`src/rtl/prot_pkg.sv`:
```
package prot_pkg;
  localparam int unsigned RDY_POS = 0;
  localparam int unsigned WEN_POS = 1;
  localparam int unsigned BP_POS  = 2;
  localparam int unsigned BP_W    = 2;

  typedef logic [BP_W-1:0] bp_t;

  typedef enum logic [BP_W-1:0] {
    LVL_NONE = 2'd0,
    LVL_QTR  = 2'd1,
    LVL_HALF = 2'd2,
    LVL_ALL  = 2'd3
  } prot_lvl_e;
endpackage

```
`src/rtl/wel_latch.sv`:
```
module wel_latch (
  input  logic clk_i,
  input  logic rst_ni,
  input  logic busy_i,
  input  logic set_i,
  input  logic clr_i,
  input  logic done_i,
  output logic wel_o
);
  logic wel_q;

  always_ff @(posedge clk_i or negedge rst_ni) begin
    if (!rst_ni) begin
      wel_q <= 1'b0;
    end else if (busy_i) begin
      if (done_i) wel_q <= 1'b0;
    end else if (clr_i) begin
      wel_q <= 1'b0;
    end else if (set_i) begin
      wel_q <= 1'b1;
    end
  end

  assign wel_o = wel_q;
endmodule

```
`src/rtl/busy_flag.sv`:
```
module busy_flag (
  input  logic clk_i,
  input  logic rst_ni,
  input  logic start_i,
  input  logic done_i,
  output logic busy_o
);
  logic busy_q;

  always_ff @(posedge clk_i or negedge rst_ni) begin
    if (!rst_ni) begin
      busy_q <= 1'b0;
    end else if (busy_q) begin
      if (done_i) busy_q <= 1'b0;
    end else if (start_i) begin
      busy_q <= 1'b1;
    end
  end

  assign busy_o = busy_q;
endmodule

```
`src/rtl/region_decode.sv`:
```
module region_decode #(
  parameter int unsigned AW = 8
) (
  input  prot_pkg::bp_t  bp_i,
  input  logic [AW-1:0]  addr_i,
  output logic           hit_o
);
  import prot_pkg::*;

  logic top_half, top_qtr;
  prot_lvl_e lvl;

  generate
    if (AW >= 2) begin : g_wide
      assign top_half = addr_i[AW-1];
      assign top_qtr  = &addr_i[AW-1:AW-2];
    end else begin : g_narrow
      assign top_half = addr_i[0];
      assign top_qtr  = addr_i[0];
    end
  endgenerate

  assign lvl = prot_lvl_e'(bp_i);

  always_comb begin
    unique case (lvl)
      LVL_NONE: hit_o = 1'b0;
      LVL_QTR:  hit_o = top_qtr;
      LVL_HALF: hit_o = top_half;
      LVL_ALL:  hit_o = 1'b1;
      default:  hit_o = 1'b1;
    endcase
  end
endmodule

```
`src/rtl/status_pack.sv`:
```
module status_pack #(
  parameter int unsigned SW = 8
) (
  input  logic          busy_i,
  input  logic          wel_i,
  input  prot_pkg::bp_t bp_i,
  output logic [SW-1:0] status_o
);
  import prot_pkg::*;

  localparam int unsigned LOW_W = BP_POS + BP_W;

  logic [SW-1:0] idle_byte;

  assign idle_byte[RDY_POS] = 1'b0;
  assign idle_byte[WEN_POS] = wel_i;
  assign idle_byte[BP_POS +: BP_W] = bp_i;

  generate
    for (genvar i = LOW_W; i < SW; i++) begin : g_pad
      assign idle_byte[i] = 1'b0;
    end
  endgenerate

  // busy masks every field to 1; RDY itself is 1 then
  assign status_o = busy_i ? {SW{1'b1}} : idle_byte;
endmodule

```
`src/rtl/prot_ctrl.sv`:
```
module prot_ctrl #(
  parameter int unsigned AW = 8,
  parameter int unsigned SW = 8
) (
  input  logic          clk_i,
  input  logic          rst_ni,
  input  logic          en_set_i,
  input  logic          en_clr_i,
  input  logic          mem_wr_i,
  input  logic          sr_wr_i,
  input  logic [SW-1:0] sr_data_i,
  input  logic [AW-1:0] addr_i,
  input  logic          wp_i,
  input  logic          prog_done_i,
  output logic          wr_permit_o,
  output logic [SW-1:0] status_o,
  output logic [1:0]    bp_o
);
  import prot_pkg::*;

  logic wel_q, busy_q, hit, gate_ok, sr_ok, mem_ok;
  bp_t  bp_q;

  assign gate_ok     = wp_i & wel_q & ~busy_q;
  assign wr_permit_o = gate_ok & ~hit;
  assign mem_ok      = mem_wr_i & wr_permit_o;
  assign sr_ok       = sr_wr_i & gate_ok;

  wel_latch u_wel (
    .clk_i  (clk_i),
    .rst_ni (rst_ni),
    .busy_i (busy_q),
    .set_i  (en_set_i),
    .clr_i  (en_clr_i),
    .done_i (prog_done_i),
    .wel_o  (wel_q)
  );

  busy_flag u_busy (
    .clk_i   (clk_i),
    .rst_ni  (rst_ni),
    .start_i (mem_ok | sr_ok),
    .done_i  (prog_done_i),
    .busy_o  (busy_q)
  );

  always_ff @(posedge clk_i or negedge rst_ni) begin
    if (!rst_ni)    bp_q <= '0;
    else if (sr_ok) bp_q <= sr_data_i[BP_POS +: BP_W];
  end

  region_decode #(.AW(AW)) u_region (
    .bp_i   (bp_q),
    .addr_i (addr_i),
    .hit_o  (hit)
  );

  status_pack #(.SW(SW)) u_stat (
    .busy_i   (busy_q),
    .wel_i    (wel_q),
    .bp_i     (bp_q),
    .status_o (status_o)
  );

  assign bp_o = bp_q;
endmodule

```
`config.mk`:
```
export PLATFORM = sky130hd
export DESIGN_NAME = prot_ctrl
export DESIGN_NICKNAME = d
export VERILOG_FILES = /design/src/rtl/prot_pkg.sv /design/src/rtl/wel_latch.sv /design/src/rtl/busy_flag.sv /design/src/rtl/region_decode.sv /design/src/rtl/status_pack.sv /design/src/rtl/prot_ctrl.sv
export SDC_FILE = /design/constraint.sdc
export NUM_CORES = 1
export LEC_CHECK = 0
export ABC_CLOCK_PERIOD_IN_PS = 1700
export CAP_MARGIN = 5
export CORE_AREA = 2 2 39 41
export CTS_BUF_LIST = sky130_fd_sc_hd__clkbuf_4 sky130_fd_sc_hd__clkbuf_8
export CTS_CLUSTER_SIZE = 30
export DETAILED_ROUTE_END_ITERATION = 16
export DIE_AREA = 0 0 41 43
export PLACE_DENSITY_LB_ADDON = 0.15
export SLEW_MARGIN = 20
export SYNTH_ARGS = -nofsm -noshare
export SYNTH_HDL_FRONTEND = slang
export SYNTH_SLANG_ARGS = --single-unit
```
`constraint.sdc`:
```
create_clock -name clk_i -period 1.7 [get_ports clk_i]
set_input_delay 0.17 -clock clk_i [delete_from_list [all_inputs] [get_ports clk_i]]
set_output_delay 0.17 -clock clk_i [all_outputs]
set_load 0.005 [all_outputs]
```
==> flow_summary.yaml, run 1 <==
status:
  run_status: "complete, no violations"
routing:
  first_pass_iters: 2
  wl_per_cell_um: 10.3
  first_iter_violations: 2
  routed_wirelength_um: 636
  drc: 0
  drt.antenna.violating_nets: 0
  viasPerCell: 4.00
  via_count: 248
grt:
  met2_usage_pct: 11.9
  antenna_found_initial: 0
  grtUsageTotal_pct: 8.48
  top_usage_layer: "met2"
  gr-total-overflow: 0
  grtUsageMet1_pct: 10.2
  grtUsageMet3_pct: 1.57
  grt_pass1_wl_um: 986
  grt_max_degree: 13
  grt_pass1_vias: 249
clock_tree:
  cts_hold_buf: 0
  path_clk_slew_ns: 0.04
  clockBufferDepth: 2
  root_buffer: "clkbuf_4"
  clock_sinks: 4
  ctsResizeCount: 1
  cts_buffers: 3
  cts_tree: "done"
  htreeDepth: 1
  clk_latency_ns: 0.23
  postCtsSetupBuffers: 0
setup_path:
  reg2reg_to: "bp_o[0]$_DFFE_PN0P_"
  cp_max_fo: 12
  criticalPathCategory: "register to primary output"
  r2r_start: "u_busy.busy_o$_DFF_PN0_"
  required_ns: 1.53
  critPathCaptureType: "primary output"
  arrival_ns: 1.47
  start_kind: "register"
  worst_r2r_path_depth: 3
  rrSetupSlack_ns: 0.49
sta:
  hold_ws_ns: 0.137
  setup_violations: 0
  fmax_mhz: 612
  tightest_slew_ns: 0.220
  setup_tns_ns: 0
  fin_crit_sh_pct: 96.2
  finalCriticalPeriod_ns: 1.64
  hold_viol_final: 0
  fin_skew_ns: 0.000581
  drv_slew: 0
  slew-limit-headroom_pct: 85.3
  rsz0062_at_grt: "false"
yosys:
  syn_nets: 49
  synth_common_cells: "buf_4 (5), dfrtp_1 (4), o21ai_0 (3), or2_2 (3)"
  syn_area_um2: 251
  synth_top_area_cell: "dfrtp_1"
  synth_edf_count: 0
  synthArstFlopShare_pct: 100
  ys.flop_type: "dfrtp_1"
  netlist_top_cells_area: "dfrtp_1 (40%), buf_4 (15%), mux2_2 (9.0%), or2_2 (7.5%), o21ai_0 (6.0%)"
  yosysUniqueCellTypes: 12
  synth-seq-cells: 4
  yosys_warnings: 0
  avgSynthCellArea_um2: 10.1
  syn_inst: 25
  ys_seq_area_share_pct: 39.8
  synth_top_area_share_pct: 39.8
  yosysMostFrequentCell: "buf_4"
cells_and_area:
  multi_input_area_um2: 110
  final_cells: 62
  nets: 72
  drive_above_1_share_pct: 21.7
  regArea_um2: 100
  finalInstanceArea_um2: 488
  antenna_cells: 0
  syn2layout_area_growth_pct: 94.0
  fillers: 135
place:
  numPortBuffers: 22
  place_area_um2: 462
  place_congestion: 0.641
  dpl.cell_count: 59
floorplanning:
  die_width_um: 41
  chipHeight_um: 43
  rows: 14
  start_util_pct: 18.2
  ioPinCount: 35
  core_um2: 1380
  design.die.area_um2: 1760
power_and_ir_drop:
  p_leak_nw: 0.228
  peakVddDrop_v: 0.000575
  powerDensity_nw_per_um2: 1200
  finalPower_mw: 0.585
flow_run:
  maxCapViolCount: 0
worst_hold_path:
  hp-class: "input pin to asynchronous set/reset pin"
## metrics by stage
step / worst slack [ns] / util (%)
after floorplan: 0.598 / -
after global placement: -0.0595 / 33.4
after detailed placement: -0.0587 / 33.4
after CTS: 0.0258 / 34.9
after global routing: 0.0143 / 35.3
final: 0.0649 / 35.3
## cells in the final DEF, fill, tap and decap left out, types with 2 or more instances in the layout
| cell type | instances |
|---|---|
| o21ai_0 | 3 |
| clkdlybuf4s50_1 | 19 |
| a21o_1 | 2 |
| dlymetal6s2s_1 | 2 |
| or2_2 | 3 |
| clkbuf_4 | 3 |
| mux2_2 | 2 |
| dfrtp_1 | 4 |
## metal layers
layer / vias up / share of wire, %
met4: 0 / 0
met3: 0 / 8.2
met5: - / 0
met2: 11 / 54
li1: 126 / -
met1: 111 / 38
## power by group
group | internal (mW) | switching (mW)
sequential | 0.129 | 0.0374
clock | 0.0788 | 0.0363
combinational | 0.217 | 0.0854
total | 0.426 | 0.159
## cell families after synthesis
family	after synthesis	synth area share (%)
AO/OA/AOI/OAI	6	17.9
multiplexers	2	8.95
buffers and inverters	6	16.4
flip-flops	4	39.8
AND/OR/NAND/NOR	7	16.9
## worst max path at each step
stage | slack, ns | endpoint | cells after the start | from
finish | 0.06 | status_o[3] | 3 | u_busy.busy_o$_DFF_PN0_
global route | 0.01 | status_o[3] | 3 | u_busy.busy_o$_DFF_PN0_
CTS | 0.03 | status_o[1] | 3 | u_busy.busy_o$_DFF_PN0_
detailed placement | -0.06 | wr_permit_o | 4 | addr_i[7]
global placement | -0.06 | wr_permit_o | 4 | addr_i[7]
floorplan | 0.60 | bp_o[0]$_DFFE_PN0P_ | 2 | u_busy.busy_o$_DFF_PN0_
## final cells by class
cell class	instances	area share, %
inverters	1	0.769
clock buffers	3	4.62
multi-input cells	15	22.6
repair buffers	23	47.4
well taps	16	4.10
flip-flops and latches	4	20.5
## flip-flops by register name, summed over array words and instances (netlist names)
register / count
u_busy.busy_o: 1
u_wel.wel_o: 1
bp_o: 2
## worst max-delay path, cell delays in order (launching register included)
cell	delay, ns
dfrtp_1	0.36
buf_4	0.16
or2_2	0.27
clkdlybuf4s50_1	0.44
Note: power is estimated with default switching activity, not from simulation.
==> run 2, diff against run 1 <==
--- a/config.mk
+++ b/config.mk
@@ -5,7 +5,7 @@
 export SDC_FILE = /design/constraint.sdc
 export NUM_CORES = 1
 export LEC_CHECK = 0
-export ABC_CLOCK_PERIOD_IN_PS = 1700
+export ABC_CLOCK_PERIOD_IN_PS = 1750
 export CAP_MARGIN = 5
 export CORE_AREA = 2 2 39 41
 export CTS_BUF_LIST = sky130_fd_sc_hd__clkbuf_4 sky130_fd_sc_hd__clkbuf_8
==> constraint.sdc (replaced) <==
create_clock -name clk_i -period 1.75 [get_ports clk_i]
set_input_delay 0.175 -clock clk_i [delete_from_list [all_inputs] [get_ports clk_i]]
set_output_delay 0.175 -clock clk_i [all_outputs]
set_load 0.05 [all_outputs]
==> run 2 against run 1 <==
Effect of this change:
- utilization down 1.1 points
- global-route usage up 0.29 points
- non-clock buffer count down 1
- sequential share of layout area up 0.65 points
- wire length up 0.94%
- via count up 2.4%
- first-iteration DRC count up 100%
- combinational power up 86%
- clock power down 3%
- hold slack better by 0.0036 ns
==> flow_summary.yaml, run 2 (synthesized netlist as in run 1, its figures left out) <==
status:
  run_status: "complete, no violations"
setup_path:
  required_ns: 1.57
  arrival_ns: 1.39
  start_kind: "register"
  worst_r2r_path_depth: 2
  critPathCaptureType: "primary output"
  criticalPathCategory: "register to primary output"
  cp_max_fo: 13
routing:
  drc: 0
  viasPerCell: 4.16
  via_count: 254
  routed_wirelength_um: 642
  drt.antenna.violating_nets: 0
  first_iter_violations: 4
  first_pass_iters: 2
  wl_per_cell_um: 10.5
floorplanning:
  rows: 14
  start_util_pct: 18.2
  design.die.area_um2: 1760
  core_um2: 1380
  die_width_um: 41
  chipHeight_um: 43
  ioPinCount: 35
sta:
  fin_skew_ns: 0.00331
  fin_ws_ns: 0.185
  slew-limit-headroom_pct: 78.9
  drv_slew: 0
  setup_tns_ns: 0
  finalCriticalPeriod_ns: 1.57
  setup_violations: 0
  rsz0062_at_grt: "false"
  hold_viol_final: 0
  tightest_slew_ns: 0.316
  fmax_mhz: 639
  fin_crit_sh_pct: 89.4
grt:
  grt_pass1_wl_um: 993
  grt_max_degree: 14
  antenna_found_initial: 0
  grt_pass1_vias: 270
  gr-total-overflow: 0
  grtUsageTotal_pct: 8.77
power_and_ir_drop:
  powerDensity_nw_per_um2: 1810
  p_leak_nw: 0.218
  finalPower_mw: 0.858
  peakVddDrop_v: 0.000584
clock_tree:
  clk_latency_ns: 0.23
  ctsResizeCount: 0
  root_buffer: "clkbuf_4"
  postCtsSetupBuffers: 0
  cts_hold_buf: 0
  htreeDepth: 1
  path_clk_slew_ns: 0.04
  cts_tree: "done"
  cts_buffers: 3
  clock_sinks: 4
  clockBufferDepth: 2
cells_and_area:
  nets: 71
  antenna_cells: 0
  final_cell_mix: "clkdlybuf4s50_1 (11), buf_4 (10), dfrtp_1 (4)"
  drive_above_1_share_pct: 44.4
  final_common_cell: "clkdlybuf4s50_1"
  syn2layout_area_growth_pct: 88.1
  largest_reg_flops: 2
worst_hold_path:
  hp-class: "input pin to asynchronous set/reset pin"
flow_run:
  maxCapViolCount: 0
place:
  dpl_worst_slack_ns: 0.257
  place_congestion: 0.657
  numPortBuffers: 22
## run 2: metal layers
layer  up-vias  wire length (um)  GRT usage (%)
met4         0                 0           8.00
li1        125                 -              -
met3         0                53           3.14
met2        11               395           14.7
met1       118               193           7.17
met5         -                 0              0
## run 2: final timing paths
kind	start	end	slack, ns
worst max register to register	u_busy.busy_o$_DFF_PN0_	bp_o[0]$_DFFE_PN0P_	0.54
max in group asynchronous	rst_ni	bp_o[1]$_DFFE_PN0P_	1.45
worst min-delay path	rst_ni	u_busy.busy_o$_DFF_PN0_	0.14
worst min register to register	u_wel.wel_o$_DFFE_PN0P_	u_wel.wel_o$_DFFE_PN0P_	0.59
worst max-delay path	u_busy.busy_o$_DFF_PN0_	wr_permit_o	0.18
min in group clk_i	mem_wr_i	u_busy.busy_o$_DFF_PN0_	0.54
## run 2: power breakdown
part           switching [mW]  internal, mW
registers              0.0579         0.126
logic                   0.369         0.194
clock network          0.0349        0.0765
total                   0.462         0.396
## run 2: area by class of cell
class                           instances  area [um2]
Fill cell                             147         911
Timing Repair Buffer                   22         205
Multi-Input combinational cell         15         121
Sequential cell                         4         100
Clock buffer                            3        22.5
Tap cell                               16        20.0
Inverter                                1        3.75
## run 2: metrics by stage
| stage | utilization (%) | hold slack (ns) | instance area [um2] | instances |
|---|---|---|---|---|
| 5_1_grt | 34.2 | 0.136 | 473 | 61 |
| 3_3_place_gp | 32.5 | 0.384 | 450 | 58 |
| 2_1_floorplan | - | -0.121 | 263 | 25 |
| 4_1_cts | 34.2 | 0.135 | 473 | 61 |
| 3_5_place_dp | 32.5 | 0.387 | 450 | 58 |
| 6_report | 34.2 | 0.140 | 473 | 61 |
## run 2: critical path, stage by stage (launching register included)
cell      delay, ns
dfrtp_1        0.48
nand3b_1       0.24
a221oi_4       0.26
buf_12         0.18
